## src/rtl/cbt_pkg.sv

```systemverilog
package cbt_pkg;

    typedef enum logic [1:0] {
        ST_ARMED   = 2'd0,
        ST_FILTER  = 2'd1,
        ST_TRIPPED = 2'd2
    } cbt_state_t;

    localparam logic [1:0] QT_OFF = 2'b11;

    // Slow-path window in microseconds for a delay select index
    function automatic int unsigned window_us(input int unsigned idx);
        case (idx)
            0:       return 5;
            1:       return 50;
            2:       return 150;
            default: return 400;
        endcase
    endfunction

    // Window length in clock cycles, never below two
    function automatic int unsigned window_cycles(input int unsigned idx,
                                                  input int unsigned clk_khz);
        int unsigned c;
        c = (window_us(idx) * clk_khz) / 1000;
        if (c < 2) c = 2;
        return c;
    endfunction

endpackage

```

## src/rtl/cbt_delay_sel.sv

```systemverilog
module cbt_delay_sel #(
    parameter int unsigned CLK_KHZ = 100000,
    parameter int unsigned CW      = 16
) (
    input  logic [1:0]    sel_i,
    output logic [CW-1:0] limit_m1_o
);
    import cbt_pkg::*;

    localparam int unsigned NSEL = 4;

    logic [CW-1:0] lim_tab [NSEL];

    for (genvar g = 0; g < NSEL; g++) begin : g_lim
        localparam int unsigned CYC = window_cycles(g, CLK_KHZ);
        assign lim_tab[g] = CW'(CYC - 1);
    end

    assign limit_m1_o = lim_tab[sel_i];

endmodule

```

## src/rtl/cbt_window_ctr.sv

```systemverilog
module cbt_window_ctr #(
    parameter int unsigned CW = 16
) (
    input  logic          clk_i,
    input  logic          rst_ni,
    input  logic          run_i,
    input  logic [CW-1:0] limit_m1_i,
    output logic          expire_o
);
    logic [CW-1:0] run_cnt_q;

    // Expiry fires on the sample that completes the window
    assign expire_o = run_i && (run_cnt_q >= limit_m1_i);

    always_ff @(posedge clk_i or negedge rst_ni) begin
        if (!rst_ni) begin
            run_cnt_q <= '0;
        end else if (!run_i || expire_o) begin
            run_cnt_q <= '0;
        end else begin
            run_cnt_q <= run_cnt_q + 1'b1;
        end
    end

endmodule

```

## src/rtl/cbt_qt_decode.sv

```systemverilog
module cbt_qt_decode (
    input  logic       clk_i,
    input  logic       rst_ni,
    input  logic [1:0] sel_i,
    input  logic       hit_i,
    output logic       fire_o,
    output logic [1:0] code_o
);
    import cbt_pkg::*;

    assign fire_o = hit_i && (sel_i != QT_OFF);

    always_ff @(posedge clk_i or negedge rst_ni) begin
        if (!rst_ni) begin
            code_o <= 2'b00;
        end else begin
            code_o <= sel_i;
        end
    end

endmodule

```

## src/rtl/cb_trip_timer.sv

```systemverilog
module cb_trip_timer #(
    parameter int unsigned CLK_KHZ = 100000
) (
    input  logic       clk_i,
    input  logic       rst_ni,
    input  logic       sense_lo_i,
    input  logic       sense_qt_i,
    input  logic [1:0] qt_sel_i,
    input  logic [1:0] dly_sel_i,
    input  logic       restart_i,
    output logic       gate_en_o,
    output logic       tripped_o,
    output logic [1:0] qt_code_o
);
    import cbt_pkg::*;

    localparam int unsigned MAX_CYC = window_cycles(3, CLK_KHZ);
    localparam int unsigned CW      = $clog2(MAX_CYC + 1);

    cbt_state_t    state_q, state_d;
    logic [CW-1:0] limit_m1;
    logic          win_run;
    logic          win_expire;
    logic          qt_fire;

    cbt_delay_sel #(.CLK_KHZ(CLK_KHZ), .CW(CW)) u_dsel (
        .sel_i      (dly_sel_i),
        .limit_m1_o (limit_m1)
    );

    assign win_run = sense_lo_i && (state_q != ST_TRIPPED);

    cbt_window_ctr #(.CW(CW)) u_wctr (
        .clk_i      (clk_i),
        .rst_ni     (rst_ni),
        .run_i      (win_run),
        .limit_m1_i (limit_m1),
        .expire_o   (win_expire)
    );

    cbt_qt_decode u_qdec (
        .clk_i  (clk_i),
        .rst_ni (rst_ni),
        .sel_i  (qt_sel_i),
        .hit_i  (sense_qt_i),
        .fire_o (qt_fire),
        .code_o (qt_code_o)
    );

    // Next-state logic
    always_comb begin
        state_d = state_q;
        unique case (state_q)
            ST_ARMED: begin
                if (qt_fire || win_expire) state_d = ST_TRIPPED;
                else if (sense_lo_i)       state_d = ST_FILTER;
            end
            ST_FILTER: begin
                if (qt_fire || win_expire) state_d = ST_TRIPPED;
                else if (!sense_lo_i)      state_d = ST_ARMED;
            end
            ST_TRIPPED: begin
                if (restart_i) state_d = ST_ARMED;
            end
            default: state_d = ST_TRIPPED;
        endcase
    end

    // State register
    always_ff @(posedge clk_i or negedge rst_ni) begin
        if (!rst_ni) state_q <= ST_ARMED;
        else         state_q <= state_d;
    end

    // Outputs
    always_comb begin
        gate_en_o = 1'b1;
        tripped_o = 1'b0;
        unique case (state_q)
            ST_ARMED, ST_FILTER: begin
                gate_en_o = 1'b1;
                tripped_o = 1'b0;
            end
            ST_TRIPPED: begin
                gate_en_o = 1'b0;
                tripped_o = 1'b1;
            end
            default: begin
                gate_en_o = 1'b0;
                tripped_o = 1'b1;
            end
        endcase
    end

endmodule

```

## config.mk

```make
export PLATFORM = sky130hd
export DESIGN_NAME = cb_trip_timer
export DESIGN_NICKNAME = d
export VERILOG_FILES = /design/src/rtl/cbt_pkg.sv /design/src/rtl/cbt_delay_sel.sv /design/src/rtl/cbt_window_ctr.sv /design/src/rtl/cbt_qt_decode.sv /design/src/rtl/cb_trip_timer.sv
export SDC_FILE = /design/constraint.sdc
export NUM_CORES = 1
export LEC_CHECK = 0
export ABC_CLOCK_PERIOD_IN_PS = 2800
export BUFFER_PORTS_ARGS = -buffer_cell sky130_fd_sc_hd__buf_2
export CAP_MARGIN = 30
export CORE_MARGIN = 2
export CORE_UTILIZATION = 57
export DETAILED_ROUTE_END_ITERATION = 8
export PLACE_DENSITY = 0.86
export SLEW_MARGIN = 20
export SYNTH_ARGS = -nofsm -noshare
export SYNTH_HDL_FRONTEND = slang
export SYNTH_SLANG_ARGS = --single-unit
```

## constraint.sdc

```tcl
create_clock -name clk_i -period 2.8 [get_ports clk_i]
set_clock_uncertainty 0.15 [all_clocks]
set_input_delay 0.42 -clock clk_i [delete_from_list [all_inputs] [get_ports clk_i]]
set_output_delay 0.42 -clock clk_i [all_outputs]
set_load 0.03 [all_outputs]
```

==> results.toml <==
[outcome]
outcome = "finished clean"

[die]
core_area_mm2 = 0.00215
fp.dieH_um = 51.1
rows = 17
initial_core_util_pct = 58.9
io_pins = 13
die_area_mm2 = 0.00261
chipWidth_um = 51.1

[timing]
fmax_mhz = 430
min_period_over_period_pct = 83.1
drv_slew = 0
post-route-min-period_ns = 2.33
worst_pin_slew_ns = 0.433
finalSetupTns_ns = 0
relSlewSlack_pct = 71.1
grt_setup_unrepaired = "no"
setup_viol = 0
finalHoldViolCount = 0
whs_ns = 0.0804

[synth]
ys_ff_latch = 20
yosysSeqAreaShare_pct = 39.6
syn-num-nets = 158
ys_types = 28
netlist_area_mm2 = 0.00126
yosysWarnings = 0
yosys.area.top_type = "dfrtp_1"
netlist_instances = 130
avgSynthCellArea_um2 = 9.73
synth.area.top_cells = "dfrtp_1 (40%), ha_1 (19%), nor2_1 (6.5%), xor2_1 (6.2%), xnor2_1 (4.2%)"
synth.top_cell.area_share_pct = 39.6

[critical_path]
cp-end-kind = "flip-flop"
worstPathRequired_ns = 2.89
critPathLaunchType = "input pin"
cp_max_fo = 15
path_class = "input pin to flip-flop"
cp.arrival_ns = 2.41

[placed_design]
hpwl_mm = 1.84
port-buffer-count = 12
placed_cells_incl_taps = 168
finalWeightedCongestion = 0.858

[cts]
clock_sinks = 20
cts_tree = "done"
path_clk_slew_ns = 0.11
clock_latency_ns = 0.31
cts_buffers = 3
cts_max_path_buffers = 2
htreeDepth = 1
cts_root_buf = "clkbuf_4"

[global_route]
grt_pass1_wl_mm = 4.27
grt_pass1_vias = 1001
antenna_found_initial = 0
grt-ovfl-total = 0
grt_usage_pct = 22.1
grt_max_degree = 21

[detailed_routing]
drc = 0
drt_wl_total_mm = 2.52
vias = 983
firstDrtPassIters = 4
antenna_left = 0
routedWlPerCell_um = 14.6
avgViaCountPerCell = 5.68
drtIter0Drc = 21

[power_and_ir_drop]
p_comb_share_pct = 15.8
sw_frac_of_total_pct = 27.1
p_leak_nw = 0.672
fin_total_pwr_mw = 0.655
pwr-share-seq_pct = 47.4
power.switching_mw = 0.177
p_per_area_mw_per_mm2 = 465
ir_worst_vdd_mv = 0.374
intPower_mw = 0.478
clockPowerShare_pct = 36.7

[finish]
fin_nets = 174
diodes = 0
syn2layout_area_growth_pct = 11.3
layout.cells.non_filler = 173
final_core_util_pct = 65.5
drive_gt1_share_pct = 15.2

[worst_hold_path]
min_path_type = "input pin to flip-flop"

[flow_run]
cap_viol_max_count = 0
[state kept, by name, indices dropped and copies added, names as in the netlist]
name and count:
state_q 2, u_wctr.run_cnt_q 16, u_qdec.code_o 2
[power by group through the flow]
stage                     logic (mW)  registers [mW]  clock network [mW]
final                          0.104           0.311               0.241
after floorplan               0.0708           0.317                   0
after CTS                      0.104           0.310               0.243
after global routing           0.116           0.313               0.252
after detailed placement       0.102           0.316                   0
after global placement        0.0983           0.315                   0
[final cells by class]
class / count / area [um^2]
Fill cell: 167 / 741
Multi-Input combinational cell: 100 / 719
Sequential cell: 20 / 500
Timing Repair Buffer: 13 / 70.1
Tap cell: 28 / 35.0
Clock inverter: 1 / 30.0
Inverter: 8 / 30.0
Clock buffer: 3 / 22.5
[logic make-up after synthesis]
family | after synthesis | share of synthesized area, %
AO/OA/AOI/OAI | 15 | 8.31
AND/OR/NAND/NOR | 51 | 19.4
flip-flops | 20 | 39.6
XOR/XNOR | 15 | 10.4
adder cells (fa/ha/maj) | 19 | 18.8
buffers and inverters | 10 | 3.56
[per-stage QoR]
step | setup WS [ns] | area (um^2)
finish | 0.472 | 1410
global placement | 0.333 | 1350
CTS | 0.464 | 1410
floorplan | 0.559 | 1260
global route | 0.344 | 1410
detailed placement | 0.223 | 1350
[routing by layer]
layer / vias up / global-route usage [%] / share of wire (%)
li1: 476 / - / -
met1: 479 / 25.4 / 41
met2: 22 / 39.2 / 54
met3: 6 / 3.22 / 3.1
met4: 0 / 12.2 / 1.8
met5: - / 0 / 0
[placed cells by master, fill, tap and decap left out, drive strengths merged, types with 6 or more instances in the layout]
cell   count
nor2      22
dfrtp     20
ha        19
buf       12
nand2     11
xor2       9
inv        8
a21oi      6
nand4      6
xnor2      6
[cells in the mapped netlist (all sizes together)]
cell type	number
clkbuf	1
dfrtp	20
or4	1
ha	19
nand4	6
and2	1
xor2	9
a21o	1
and4	1
and3	3
o21ai	3
o22ai	1
xnor2	6
buf	1
or2	1
a21oi	6
nor3b	1
nand3	3
inv	8
nor2	22
a211oi	2
a311o	1
nand2	11
o311ai	1
nor3	1
[what timing repair did]
item,in CTS,in global routing
hold buffers,1,0
resized for setup,0,0
setup endpoints to repair,0,0
hold endpoints to repair,20,0
buffers inserted,0,0
[worst max-delay path, cell delays in order]
cell and delay [ns]:
buf_2 0.13, inv_1 0.10, ha_1 0.31, ha_1 0.30, a211oi_1 0.25, nor2_1 0.10, o311ai_2 0.37, nand2_2 0.27
nor2_1 0.17
[worst paths after layout]
| kind | start | end | slack, ns | cells past startpoint |
|---|---|---|---|---|
| max | dly_sel_i[1] | u_wctr.run_cnt_q[11] | 0.47 | 9 |
| min reg2reg | u_wctr.run_cnt_q[0] | u_wctr.run_cnt_q[0] | 0.37 | 1 |
| min | qt_sel_i[1] | u_qdec.code_o[1] | 0.08 | 1 |
| min in group asynchronous | rst_ni | u_wctr.run_cnt_q[13] | 0.41 | 2 |
| max reg2reg | u_wctr.run_cnt_q[13] | u_wctr.run_cnt_q[11] | 0.61 | 6 |
| max in group asynchronous | rst_ni | u_wctr.run_cnt_q[4] | 1.78 | 2 |
Note: power is estimated with default switching activity, not from simulation.
